## config.mk

```make
export PLATFORM = sky130hd
export DESIGN_NAME = pers_thresh_irq
export DESIGN_NICKNAME = d
export VERILOG_FILES = /design/src/rtl/pfi_pkg.sv /design/src/rtl/pfi_range_cmp.sv /design/src/rtl/pfi_cfg_watch.sv /design/src/rtl/pfi_persist.sv /design/src/rtl/pfi_irq_out.sv /design/src/rtl/pers_thresh_irq.sv
export SDC_FILE = /design/constraint.sdc
export NUM_CORES = 1
export LEC_CHECK = 0
export BUFFER_PORTS_ARGS = -buffer_cell sky130_fd_sc_hd__buf_2
export CORE_MARGIN = 4
export CORE_UTILIZATION = 50
export CTS_BUF_LIST = sky130_fd_sc_hd__clkbuf_16
export CTS_CLUSTER_SIZE = 28
export DETAILED_ROUTE_END_ITERATION = 16
export GPL_ROUTABILITY_DRIVEN = 0
export GPL_TIMING_DRIVEN = 0
export PLACE_DENSITY = 0.75
export SLEW_MARGIN = 20
export SYNTH_ARGS = -nofsm -noshare
export SYNTH_HDL_FRONTEND = slang
export SYNTH_HIERARCHICAL = 1
export SYNTH_SLANG_ARGS = --single-unit
```

## constraint.sdc

```tcl
create_clock -name clk -period 3.2 [get_ports clk]
set_input_delay 0.64 -clock clk [delete_from_list [all_inputs] [get_ports clk]]
set_output_delay 0.64 -clock clk [all_outputs]
set_load 0.01 [all_outputs]
```

## src/rtl/pfi_pkg.sv

```systemverilog
package pfi_pkg;

   // Run length required by a persistence code: linear up to lin_max,
   // then a fixed step per code above it.
   function automatic int unsigned pers_required(input int unsigned code,
                                                 input int unsigned lin_max,
                                                 input int unsigned step);
      if (code <= lin_max)
         return code;
      return (code - lin_max) * step;
   endfunction

   function automatic int unsigned bits_for(input int unsigned v);
      int unsigned b;
      b = 1;
      while ((1 << b) <= v)
         b++;
      return b;
   endfunction

endpackage

```

## src/rtl/pfi_range_cmp.sv

```systemverilog
module pfi_range_cmp #(
   parameter int DATA_W = 16
) (
   input  logic [DATA_W-1:0] value,
   input  logic [DATA_W-1:0] bound_lo,
   input  logic [DATA_W-1:0] bound_hi,
   output logic              outside
);
   logic below_w;
   logic above_w;

   assign below_w = value < bound_lo;
   assign above_w = value > bound_hi;
   assign outside = below_w | above_w;
endmodule

```

## src/rtl/pfi_cfg_watch.sv

```systemverilog
module pfi_cfg_watch #(
   parameter int DATA_W = 16,
   parameter int CODE_W = 4
) (
   input  logic              clk,
   input  logic              rst_n,
   input  logic [DATA_W-1:0] lo_in,
   input  logic [DATA_W-1:0] hi_in,
   input  logic [CODE_W-1:0] code_in,
   output logic              changed
);
   localparam int SNAP_W = 2 * DATA_W + CODE_W;

   logic [SNAP_W-1:0] snap_now;
   logic [SNAP_W-1:0] snap_q;

   assign snap_now = {lo_in, hi_in, code_in};

   always_ff @(posedge clk or negedge rst_n) begin
      if (!rst_n)
         snap_q <= '0;
      else
         snap_q <= snap_now;
   end

   assign changed = snap_now != snap_q;
endmodule

```

## src/rtl/pfi_persist.sv

```systemverilog
module pfi_persist #(
   parameter int CODE_W  = 4,
   parameter int LIN_MAX = 3,
   parameter int STEP    = 5,
   parameter int CNT_W   = 6
) (
   input  logic              clk,
   input  logic              rst_n,
   input  logic              done,
   input  logic              outside,
   input  logic              cfg_changed,
   input  logic [CODE_W-1:0] code,
   output logic              hit
);
   localparam int NCODES = 1 << CODE_W;

   logic [CNT_W-1:0] req_tab [NCODES];
   logic [CNT_W-1:0] req;
   logic [CNT_W-1:0] cnt_q;
   logic [CNT_W-1:0] cnt_nxt;

   for (genvar g = 0; g < NCODES; g++) begin : g_tab
      assign req_tab[g] = CNT_W'(pfi_pkg::pers_required(g, LIN_MAX, STEP));
   end

   assign req = req_tab[code];

   always_comb begin
      cnt_nxt = '0;
      if (outside)
         cnt_nxt = (cnt_q < req) ? cnt_q + CNT_W'(1) : cnt_q;
   end

   always_ff @(posedge clk or negedge rst_n) begin
      if (!rst_n)
         cnt_q <= '0;
      else if (cfg_changed)
         cnt_q <= '0;
      else if (done)
         cnt_q <= cnt_nxt;
   end

   assign hit = done & ~cfg_changed & (cnt_nxt == req);
endmodule

```

## src/rtl/pfi_irq_out.sv

```systemverilog
module pfi_irq_out #(
   parameter bit PIN_ACTIVE_LOW = 1'b1
) (
   input  logic clk,
   input  logic rst_n,
   input  logic hit,
   input  logic clr,
   input  logic en,
   output logic status,
   output logic pin
);
   logic status_q;

   always_ff @(posedge clk or negedge rst_n) begin
      if (!rst_n)
         status_q <= 1'b0;
      else if (hit)
         status_q <= 1'b1;
      else if (clr)
         status_q <= 1'b0;
   end

   assign status = status_q;

   if (PIN_ACTIVE_LOW) begin : g_low
      assign pin = ~(status_q & en);
   end else begin : g_high
      assign pin = status_q & en;
   end
endmodule

```

## src/rtl/pers_thresh_irq.sv

```systemverilog
module pers_thresh_irq #(
   parameter int DATA_W         = 16,
   parameter int CODE_W         = 4,
   parameter int LIN_MAX        = 3,
   parameter int STEP           = 5,
   parameter bit PIN_ACTIVE_LOW = 1'b1
) (
   input  logic              clk,
   input  logic              rst_n,
   input  logic              conv_done,
   input  logic [DATA_W-1:0] conv_value,
   input  logic [DATA_W-1:0] thr_lo,
   input  logic [DATA_W-1:0] thr_hi,
   input  logic [CODE_W-1:0] pers_code,
   input  logic              irq_en,
   input  logic              irq_clr,
   output logic              irq_status,
   output logic              irq_n
);
   localparam int MAX_REQ = int'(pfi_pkg::pers_required((1 << CODE_W) - 1, LIN_MAX, STEP));
   localparam int CNT_W   = int'(pfi_pkg::bits_for(MAX_REQ));

   if (DATA_W < 1 || DATA_W > 32) begin : g_bad_data
      $error("DATA_W out of supported range");
   end
   if (CODE_W < 1 || CODE_W > 6) begin : g_bad_code
      $error("CODE_W out of supported range");
   end
   if (STEP < 1) begin : g_bad_step
      $error("STEP must be positive");
   end

   logic outside_w;
   logic changed_w;
   logic hit_w;

   pfi_range_cmp #(.DATA_W(DATA_W)) u_cmp (
      .value    (conv_value),
      .bound_lo (thr_lo),
      .bound_hi (thr_hi),
      .outside  (outside_w)
   );

   pfi_cfg_watch #(.DATA_W(DATA_W), .CODE_W(CODE_W)) u_watch (
      .clk     (clk),
      .rst_n   (rst_n),
      .lo_in   (thr_lo),
      .hi_in   (thr_hi),
      .code_in (pers_code),
      .changed (changed_w)
   );

   pfi_persist #(
      .CODE_W  (CODE_W),
      .LIN_MAX (LIN_MAX),
      .STEP    (STEP),
      .CNT_W   (CNT_W)
   ) u_pers (
      .clk         (clk),
      .rst_n       (rst_n),
      .done        (conv_done),
      .outside     (outside_w),
      .cfg_changed (changed_w),
      .code        (pers_code),
      .hit         (hit_w)
   );

   pfi_irq_out #(.PIN_ACTIVE_LOW(PIN_ACTIVE_LOW)) u_out (
      .clk    (clk),
      .rst_n  (rst_n),
      .hit    (hit_w),
      .clr    (irq_clr),
      .en     (irq_en),
      .status (irq_status),
      .pin    (irq_n)
   );
endmodule

```

==> results of run 1 <==
path summary, 6_finish.rpt:
path / startpoint / cells after the start / to
max: pers_code[2] / 13 / u_out/status$_DFFE_PN0P_
min: rst_n / 1 / u_watch/snap_q[11]$_DFF_PN0_
max reg2reg: u_pers/cnt_q[5]$_DFFE_PN0P_ / 9 / u_out/status$_DFFE_PN0P_
min reg2reg: u_out/status$_DFFE_PN0P_ / 1 / u_out/status$_DFFE_PN0P_
max in group asynchronous: rst_n / 1 / u_watch/snap_q[4]$_DFF_PN0_
min in group clk: thr_hi[6] / 1 / u_watch/snap_q[10]$_DFF_PN0_
power groups by stage:
stage | logic, µW | clock network [µW] | registers [µW]
6_report | 324 | 470 | 578
5_1_grt | 362 | 503 | 579
4_1_cts | 310 | 477 | 577
3_5_place_dp | 288 | 0 | 587
3_3_place_gp | 280 | 0 | 586
2_1_floorplan | 179 | 0 | 586
worst register-to-register path, delay by kind of cell, from the launching register on:
kind	cells	cell delay, ns
compound gates	5	0.94
simple gates	2	0.74
flops	1	0.43
fa+ha+maj	1	0.34
mux	1	0.19
logic make-up after synthesis:
kind of cell / after synthesis / synth area share, %
AO/OA/AOI/OAI: 57 / 12.2
XOR/XNOR: 42 / 12.0
adder cells (fa/ha/maj): 42 / 17.2
buffers and inverters: 46 / 6.27
flip-flops: 43 / 35.2
multiplexers: 5 / 1.64
AND/OR/NAND/NOR: 89 / 15.4
stage by stage:
| stage | util (%) | cell area [µm²] | setup WS (ns) |
|---|---|---|---|
| after floorplan | - | 3100 | 0.00396 |
| after global placement | 58.8 | 3480 | -0.562 |
| after detailed placement | 58.8 | 3480 | -0.591 |
| after CTS | 63.4 | 3760 | 0.00323 |
| after global routing | 64.7 | 3830 | -0.102 |
| final | 64.7 | 3830 | -0.00377 |
final cells by class:
class,count,area (µm²)
Fill cell,488,2090
Clock buffer,5,125
Timing Repair Buffer,68,397
Clock inverter,2,8.76
Buffer,6,41.3
Inverter,40,153
Tap cell,75,93.8
Sequential cell,43,1080
Multi-Input combinational cell,235,1940
repair_timing:
action,4_1_cts,5_1_grt
endpoints found under the setup margin,1,1
pin swaps,6,5
gates resized for setup,13,14
setup buffers,10,1
layer usage:
metal | vias up | part of all wire, %
li1 | 1275 | -
met1 | 1236 | 45
met2 | 82 | 49
met3 | 4 | 6.0
met4 | 0 | 0.56
met5 | - | 0
registers in the layout, summed over array words and instances, names as in the netlist:
register and count:
u_pers/cnt_q 6, u_watch/snap_q 36, u_out/status 1
cells in the final DEF, fill, tap and decap left out, types with 6 or more instances in the layout:
cell type	Yosys	routed
nor2_1	19	18
nand2_1	25	23
xnor2_1	30	30
buf_4	0	10
inv_1	40	36
buf_2	0	55
a21oi_1	22	19
ha_1	42	41
nand4_1	11	11
o21ai_0	11	9
dfrtp_1	43	43
nor3_1	6	6
xor2_1	12	12
==> run summary, run 1 <==
The run finished, with violations left. The checks that failed: negative setup slack. During placement, the flow inserted port buffers numbering 57.

In this run, synthesis produced a sequential element count of 43. The transition at the pin with the smallest max-transition slack came out at around 0.93 ns. The tightest hold path in the finished design has a slack of 0.501 ns. The global routing met3 resource utilization is roughly 5.5%. The layout net count came out at 498. The final critical-path share of the clock period is 100%. After synthesis, the mean cell area works out to 9.42 µm². The Yosys step of the flow raised 6 warnings. The total inserted antenna cells came out at 0. The combinational cell fraction of total power came out at about a quarter. The worst supply voltage drop on vdd came out at 0.338 mV. The floorplan die area is approximately 0.0074 mm². The average wire per cell in the routed design came out at roughly 15 µm. TritonCTS built the clock tree. By area the synthesized netlist is led by dfrtp_1 (35%), ha_1 (17%), xnor2_1 (8.6%). The areal power density over the cells is between 300 and 400 mW/mm². The initial antenna violation count was 0. The portion of the post-synthesis area used by sequential elements came out at around a third. The non-filler instance count after layout came out at 474.

The number of levels in the clock H-tree came out at 2. The layout-stage area growth over the synthesis result is 25.5%. Setup repair after global routing could not meet its margin everywhere. Entering global routing, the biggest net connects 44 pins. The distinct cell type count after synthesis is 48. The initial core utilization came out at about half. The worst setup path is captured at a flop.

The total half-perimeter wirelength after legalization and detailed placement came out at approximately 5.5 mm. The area share of the leading cell type in the synthesized netlist is 35.2%. The met1 routing resource usage after global routing is ~28%. STA puts the critical path data required time at 3.42 ns. The total of hold buffers inserted after clock tree synthesis is 0. Setup slack on the worst reg-to-reg path comes out at approximately 0.5 ns.

The setup violation total in the final timing report is 1. In the synthesized netlist the async set-or-reset flop fraction comes to 100%. The most numerous cell type found on the critical path is mux2i_1.

The first global-routing pass estimated between 10 and 15 mm of wire. The maximum buffer depth of the clock tree is 2. The number of hold-slack violations in the final timing report is 0. The synthesized design contains 0 enable-type register cells. The die width is about 86 µm. The number of buffers created by CTS came out at 5.

The I/O pin count is approximately 60. The mean number of vias per cell is about 5.5. The share of cells above drive strength 1 came out at 26.6%. In this run the most used layer during global routing was met2.

The post-synth design cell area came out at just over 0.003 mm². Between clock sinks in the finished design, the worst skew comes to 0.00442 ns. Synthesis produced a netlist whose cell count is around 320.

Of all nets on the critical path, the largest fanout is 9. In the final timing run, aggregate negative setup slack is -0.00377 ns. The tightest min-delay check is of the input pin to asynchronous set/reset pin type. The overall overflow remaining after global route came out at 0. The number of global-route vias before repair is ~2700.

The placement row count is 28. Headroom to the max-slew limit came out at between 30 and 40%. The all-layer global routing usage is approximately a fifth.

Together, buffers and inverters on the worst path number 2. The routed wire length is ~7.3 mm. The total instance count after detailed placement is approximately 460. The total internal power came out at slightly below 1000 µW.

The clock network power share is between 30% and 40%. dfrtp_1 is the most common cell in the netlist. Measured along the y axis, the die boundary spans around 86 µm. The number of nets in the synthesized netlist is between 400 and 500. The violation count after the first detailed-routing iteration came out at 200. The insertion delay of the later-clocked pin in the worst-skew pair is 0.28 ns. In this design, the largest share of critical-path delay is due to simple AND/OR/NAND/NOR gates.

The post-route total power is 1370 µW. The fraction of power spent switching nets is roughly 28%. STA classifies the critical path startpoint as an input pin.

The switching power of the nets is approximately 380 µW. The top achievable clock speed is 312 MHz. The post-layout minimum cycle time came out at 3.20 ns.

The routed layout has between 2000 and 3000 vias. The commonest cells after synthesis are dfrtp_1 (43), ha_1 (42), inv_1 (40). The floorplan core area came out at around 0.0059 mm². The most common flop cell mapped by yosys is dfrtp_1. The met2 usage in global routing came out at 32.9%. The synthesized design spends more area on one cell type than any other, namely dfrtp_1. The leakage power of the design came out at 0.00185 µW.

In the routed design, unresolved DRC markers number 0. Of the total power, registers draw roughly 42%. Once detail routing completed, the nets flagged for antenna violations numbered 0. The number of maximum-capacitance violations came out at 0. CTS placed an instance of clkbuf_16 at the clock tree root.

The worst setup path is of the input pin to flop kind. The signal on the critical path passes through buf_2, buf_6, nor2_1, mux2i_1, ha_1, nor2_2, nor3_4, or4_4, a2111o_1, mux2i_1, a311oi_2, nor4_2, a21o_1. The worst path arrival time came out at 3.42 ns. Among all stages on the critical path, the largest delay is contributed by or4_4.

The first-pass iteration count of the detailed router is 4. The clock transition at the register clock pins on the worst setup and hold paths after CTS came out at roughly 0.060 ns. CTS saw between 40 and 50 sinks. The largest single stage delay on the critical path is between 0.5 and 0.6 ns. The setup slack of the critical path after layout came out at -0.00377 ns. The count of pins over their slew limit is 0.
Power figures use the tool's default switching activity.
==> run 2, diff against run 1 <==
Settings changed: SKIP_LAST_GASP from default to 1, SLEW_MARGIN 20 to default.
==> run summary, run 2 (synthesis gave the netlist of run 1 again) <==
The share of cells above drive strength 1 came to 26.6% (unchanged). The post-route total power came out at 1370 µW (about the same). The critical path is of the input pin to flop type. The critical path data required time came out at 3.42 ns (about the same). The maximum single-stage delay on the critical path was 0.44 ns (-0.08 ns). STA classifies the critical path endpoint as a flop. More flip-flops sit in one register than any other, and that register is u_watch/snap_q. The maximum buffer depth of the clock tree is 2 (unchanged). The worst relative slew slack came out at 37.8% (+0.10 points).

The startpoint of the worst setup timing path is pers_code[1]. The uppermost layer routed is met4. The post-route antenna net violation count was 0 (unchanged). The vias after detailed routing is 2607 (+0.39%). The worst supply voltage drop on vdd is 0.338 mV (about the same).

On the critical path, the stage with the largest delay is an instance of or4_4. The number of maximum-capacitance violations is 0 (unchanged). The number of hold-slack violations in the final timing report came out at 0 (unchanged). The violation count after the first detailed-routing iteration was 200 (unchanged).

The number of fill cells in the layout came out at 488 (unchanged). The count of pins over their slew limit is 0 (unchanged). The final reports fail on negative setup slack. The worst slack at placement came out at -0.591 ns (unchanged). The worst setup path is launched from an input pin. The largest net degree at the start of global routing came to 44 (unchanged). The detailed-routing wirelength on met1 came out at 3.27 mm (+0.89%). The wire length of the first global-routing pass came out at 12.1 mm (unchanged). The setup slack of the critical path after layout was -0.00850 ns (-0.00474 ns). The mean number of vias per cell came out at 5.50 (+0.39%). The areal power density over the cells came to 358 mW/mm² (about the same). The worst hold slack across all endpoints came to 0.500 ns (-0.000413 ns). The overall overflow remaining after global route came out at 0 (unchanged). In this run the clock root is driven by a clkbuf_16. The total half-perimeter wirelength after legalization and detailed placement is 5.50 mm (unchanged). Leaving out fill and tap cells, the most frequent cell in the layout is buf_2. The final worst clock skew is 0.00389 ns (-0.000526 ns). The floorplan die area was 0.00742 mm² (unchanged).

The first-pass iteration count of the detailed router came out at 4 (unchanged). Walking the worst path, the cells encountered are buf_6, inv_4, ha_4, xor2_1, a21oi_2, ha_1, a21oi_2, o21ai_4, or4_4, a2111o_1, mux2i_1, a311oi_2, nor4_2, a21o_1. The number of buffer and inverter instances along the worst setup path is 2 (unchanged). The average wire per cell in the routed design is 15.4 µm (about the same). Leaving out fill and tap cells, the most frequent cells in the layout are buf_2 (55), dfrtp_1 (43), ha_1 (41). The worst setup slack for register-to-register paths is 0.50 ns (about the same). The clock sink count is 43 (unchanged).

The number of cells on the worst reg-to-reg path is 8 (-1). The final critical-path share of the clock period is 100% (+0.15 points). The routed wire length is 7.28 mm (about the same). The I/O pin count is 59 (unchanged). The post-layout minimum cycle time came to 3.21 ns (+0.00474 ns).

The vertical die dimension came out at 86.1 µm (unchanged). The worst register-to-register path ends at u_out/status$_DFFE_PN0P_. The layout-stage area growth over the synthesis result is 25.4% (about the same). The length of routed met2 wiring came to 3.55 mm (about the same).

The number of levels in the clock H-tree came out at 2 (unchanged). The worst hold path belongs to the class input pin to asynchronous set/reset pin. TritonCTS built the clock tree. The die width is 86.1 µm (unchanged). In this run the critical register-to-register path is launched from u_pers/cnt_q[1]$_DFFE_PN0P_.

The top achievable clock speed came to 312 MHz (-0.15%). The number of I/O port buffers came out at 57 (unchanged). The leakage power of the design came to 0.00185 µW (about the same). The routed wire length on met3 was 409 µm (-6.4%). The flip-flop count of the largest register after layout is 36 (unchanged). The layout net count is 498 (unchanged). The worst path arrival time is 3.43 ns (about the same). The all-layer global routing usage is 20.5% (unchanged). The total of hold buffers inserted after clock tree synthesis is 0 (unchanged). The maximum fanout along the worst path came out at 8 (-1).

The post-detailed-route DRC marker count is 0 (unchanged). Setup repair after global routing could not meet its margin everywhere. The critical path ends at u_out/status$_DFFE_PN0P_.

The kind of cell adding the most delay to the critical path is compound AO/OA/AOI/OAI gates. The initial antenna violation count is 0 (unchanged). The initial core utilization is 51.6% (unchanged).

The floorplan core area came to 0.00592 mm² (unchanged). The logic depth of the worst path, buffers included is 14 (+1). The transition at the pin with the smallest max-transition slack is 0.933 ns (-0.00150 ns). The number of global-route vias before repair is 2653 (unchanged). The placement row count came out at 28 (unchanged). The number of buffers created by CTS came to 5 (unchanged). The insertion delay of the later-clocked pin in the worst-skew pair is 0.28 ns (about the same). The clock transition at the register clock pins on the worst setup and hold paths after CTS was 0.06 ns (about the same). The total inserted antenna cells came out at 0 (unchanged).

The most frequent cell on the critical path is a21oi_2. The setup violation total in the final timing report came out at 1 (unchanged). The flow ran to the end, but the final reports show violations.
==> run 2: changes by cell type in the layout (fill, tap and decap cells not counted) <==
cell / before / now
buf_8: 1 / 0
buf_6: 3 / 4
==> run 2: how the worst min path moves through the flow <==
stage / from / endpoint / slack [ns] / depth (start not counted)
after CTS: thr_hi[7] / u_watch/snap_q[11]$_DFF_PN0_ / 0.50 / 1
after detailed placement: u_out/status$_DFFE_PN0P_ / u_out/status$_DFFE_PN0P_ / 0.52 / 1
final: rst_n / u_watch/snap_q[11]$_DFF_PN0_ / 0.50 / 1
after global placement: u_out/status$_DFFE_PN0P_ / u_out/status$_DFFE_PN0P_ / 0.50 / 1
after floorplan: rst_n / u_out/status$_DFFE_PN0P_ / 0.34 / 0
after global routing: thr_hi[8] / u_watch/snap_q[12]$_DFF_PN0_ / 0.49 / 1
==> run 2: routing by layer <==
layer	track usage [%]	up-vias
met5	0	-
met4	4.32	0
met3	5.48	4
met2	32.9	74
met1	27.7	1252
li1	-	1277
==> run 2: timing repair <==
action                                  4_1_cts  5_1_grt
hold endpoints to repair                      0        0
endpoints found under the setup margin        1        1
gates resized for setup                      13       13
pin swaps                                     6        5
setup buffers                                10        1
==> run 2: worst reg2reg max path, delay by kind of cell, from the launching register on <==
family	cells	cell delay, ns
AND/OR/NAND/NOR	3	0.89
AO/OA/AOI/OAI	2	0.53
flip-flops	1	0.45
adder cells (fa/ha/maj)	1	0.27
multiplexers	1	0.24
XOR/XNOR	1	0.21
==> run 2: stage by stage <==
step	std cells	setup TNS (ns)	util [%]	cell area (µm²)
after floorplan	324	0	-	3100
after global placement	456	-0.562	58.8	3480
after detailed placement	456	-0.676	58.8	3480
after CTS	473	0	63.4	3760
after global routing	474	-0.0967	64.7	3830
final	474	-0.00850	64.7	3830
==> run 2: cell type report <==
type	count	area, µm²	share of cell area (%)
clock buffers	5	125	3.27
well taps	75	93.8	2.45
inverters	40	153	3.99
repair buffers	68	393	10.3
flip-flops and latches	43	1080	28.1
clock inverters	2	8.76	0.229
plain buffers	6	41.3	1.08
multi-input cells	235	1940	50.6
==> run 2: power by group <==
| part | total [µW] | internal [µW] | leakage (µW) | switching, µW |
|---|---|---|---|---|
| Clock | 470 | 280 | 0.0000671 | 190 |
| Combinational | 323 | 143 | 0.00126 | 180 |
| Sequential | 578 | 567 | 0.000517 | 10.4 |
| Total | 1370 | 990 | 0.00185 | 381 |
==> run 3, diff against run 2 <==
Settings changed: SKIP_CTS_REPAIR_TIMING from default to 1.
==> run summary, run 3 (synthesis gave the netlist of run 1 again) <==
The run finished, with violations left. The maximum fanout along the worst path is 6 (-2). Setup repair after global routing could not meet its margin everywhere. The layout net count is 504 (+1.2%).

The flip-flop count of the largest register after layout was 36 (unchanged). The worst path arrival time is 3.53 ns (+0.10 ns). The initial core utilization came out at 51.6% (unchanged).

The number of fill cells in the layout came out at 475 (-2.7%). The worst supply voltage drop on vdd was 0.338 mV (about the same). The mean number of vias per cell came out at 5.50 (about the same). The clock transition at the register clock pins on the worst setup and hold paths after CTS came out at 0.06 ns (about the same). The critical path data required time is 3.42 ns (about the same). The floorplan core area is 0.00592 mm² (unchanged).

The violation count after the first detailed-routing iteration came out at 221 (+11%). The number of maximum-capacitance violations came to 0 (unchanged). The setup violation total in the final timing report came to 1 (unchanged). The switching power of the nets came out at 389 µW (+2.1%). The total instance count after detailed placement is 456 (unchanged). The maximum buffer depth of the clock tree is 2 (unchanged). The areal power density over the cells is 356 mW/mm² (-0.55%). The top register by number of flip-flops is u_watch/snap_q. The number of cells on the worst reg-to-reg path is 9 (+1). The non-filler instance count after layout was 480 (+1.3%). The fraction of power spent switching nets came out at 27.8% (+0.068 points). The count of pins over their slew limit is 0 (unchanged). The worst setup slack for register-to-register paths is 0.29 ns (-0.21 ns).

The number of hold-slack violations in the final timing report is 0 (unchanged). The worst relative slew slack is 38.2% (+0.34 points). The leakage power of the design was 0.00188 µW (+2.0%). The number of buffers created by CTS came out at 5 (unchanged).

The final reports fail on negative setup slack. The die width is 86.1 µm (unchanged). The final worst clock skew came to 0.00367 ns (-0.000222 ns).

The insertion delay of the later-clocked pin in the worst-skew pair is 0.28 ns (about the same). The combinational cell fraction of total power came out at 25.0% (+1.4 points). The total half-perimeter wirelength after legalization and detailed placement came out at 5.50 mm (unchanged). The wire length of the first global-routing pass is 11.5 mm (-4.8%). The average wire per cell in the routed design came out at 15.5 µm (+1.2%).

The vertical die dimension is 86.1 µm (unchanged). The final critical-path share of the clock period came out at 104% (+3.4 points). The leading cell type in the layout, fill and taps excluded is buf_2.

The floorplan die area is 0.00742 mm² (unchanged). The initial antenna violation count was 0 (unchanged). The number of global-route vias before repair is 2552 (-3.8%). The routed wire length was 7.46 mm (+2.5%). The clock root buffer is clkbuf_16. In the layout the commonest cells are buf_2 (55), dfrtp_1 (43), ha_1 (38). The post-detailed-route DRC marker count was 0 (unchanged). The class of the worst hold path is input pin to asynchronous set/reset pin. The largest net degree at the start of global routing came out at 44 (unchanged). The clock network power share came to 33.7% (-0.6 points).

The portion of total power attributed to sequential cells was 41.3% (-0.8 points). The overall overflow remaining after global route is 0 (unchanged). In this run the critical register-to-register path is launched from u_pers/cnt_q[5]$_DFFE_PN0P_. The share of cells above drive strength 1 came out at 28.9% (+2.3 points). The first-pass iteration count of the detailed router is 4 (unchanged). The startpoint kind of the worst setup timing path is an input pin. The top achievable clock speed came out at 301 MHz (-3.3%). The type of destination of the critical path is a flop. The post-route antenna net violation count is 0 (unchanged). The transition at the pin with the smallest max-transition slack is 0.928 ns (-0.00505 ns). The post-layout minimum cycle time came out at 3.32 ns (+0.109 ns). The total inserted antenna cells came out at 0 (unchanged). The clock sink count is 43 (unchanged). The total internal power is 1010 µW (+1.8%). The I/O pin count came out at 59 (unchanged).

The post-route total power is 1400 µW (+1.9%). The number of I/O port buffers is 57 (unchanged). The critical path is of the input pin to flop type.

The all-layer global routing usage came out at 19.6% (-0.91 points). The area growth from synthesis to layout is 28.5%. The placement row count is 28 (unchanged).

The setup slack of the critical path after layout is -0.117 ns (-0.109 ns). The number of levels in the clock H-tree came out at 2 (unchanged). The vias after detailed routing was 2641 (+1.3%).

TritonCTS built the clock tree. The endpoint identified for the worst register-to-register timing path is u_out/status$_DFFE_PN0P_.
==> run 3: area by class of cell <==
type,count,area (µm²),area share [%]
clock buffers,5,125,3.19
plain buffers,6,41.3,1.05
clock inverters,2,8.76,0.223
repair buffers,74,447,11.4
flip-flops and latches,43,1080,27.4
multi-input cells,235,1960,50.0
inverters,40,169,4.31
well taps,75,93.8,2.39
==> run 3: metal layers <==
metal / vias up / share of wire, % / GRT usage, %
li1: 1287 / - / -
met1: 1248 / 44 / 26.4
met2: 93 / 48 / 31.3
met3: 13 / 6.2 / 5.28
met4: 0 / 1.6 / 4.46
met5: - / 0 / 0
==> run 3: worst max-delay path, stage by stage <==
cell and delay (ns):
buf_12 0.11, inv_8 0.05, ha_4 0.19, xor2_1 0.16
a21oi_2 0.22, ha_4 0.24, a21oi_4 0.14, o21ai_4 0.09
or4_4 0.55, a2111o_1 0.43, mux2i_1 0.18, a311oi_2 0.08
nor4_2 0.32, a21o_1 0.12
==> run 3: metrics by stage <==
stage                     instance area [µm²]  setup WS (ns)  hold WS [ns]  utilization, %  setup TNS, ns
after floorplan                          3100        0.00396         0.344               -              0
after global placement                   3480         -0.562         0.500            58.8         -0.562
after detailed placement                 3480         -0.591         0.524            58.8         -0.676
after CTS                                3620         -0.316         0.496            61.1         -0.316
after global routing                     3920         -0.238         0.491            66.3         -0.238
final                                    3920         -0.117         0.499            66.3         -0.117
==> run 3: power groups by stage <==
stage	clock, µW	combinational (µW)	sequential [µW]
global placement	0	280	586
global route	503	386	579
finish	470	349	577
detailed placement	0	288	587
floorplan	0	179	586
CTS	477	291	577
==> run 3: worst max-delay path by stage <==
stage,depth (start not counted),startpoint,endpoint
finish,14,pers_code[0],u_out/status$_DFFE_PN0P_
global route,14,thr_hi[1],u_out/status$_DFFE_PN0P_
CTS,14,thr_hi[1],u_out/status$_DFFE_PN0P_
detailed placement,14,thr_hi[1],u_out/status$_DFFE_PN0P_
global placement,14,thr_hi[1],u_out/status$_DFFE_PN0P_
floorplan,13,pers_code[1],u_out/status$_DFFE_PN0P_
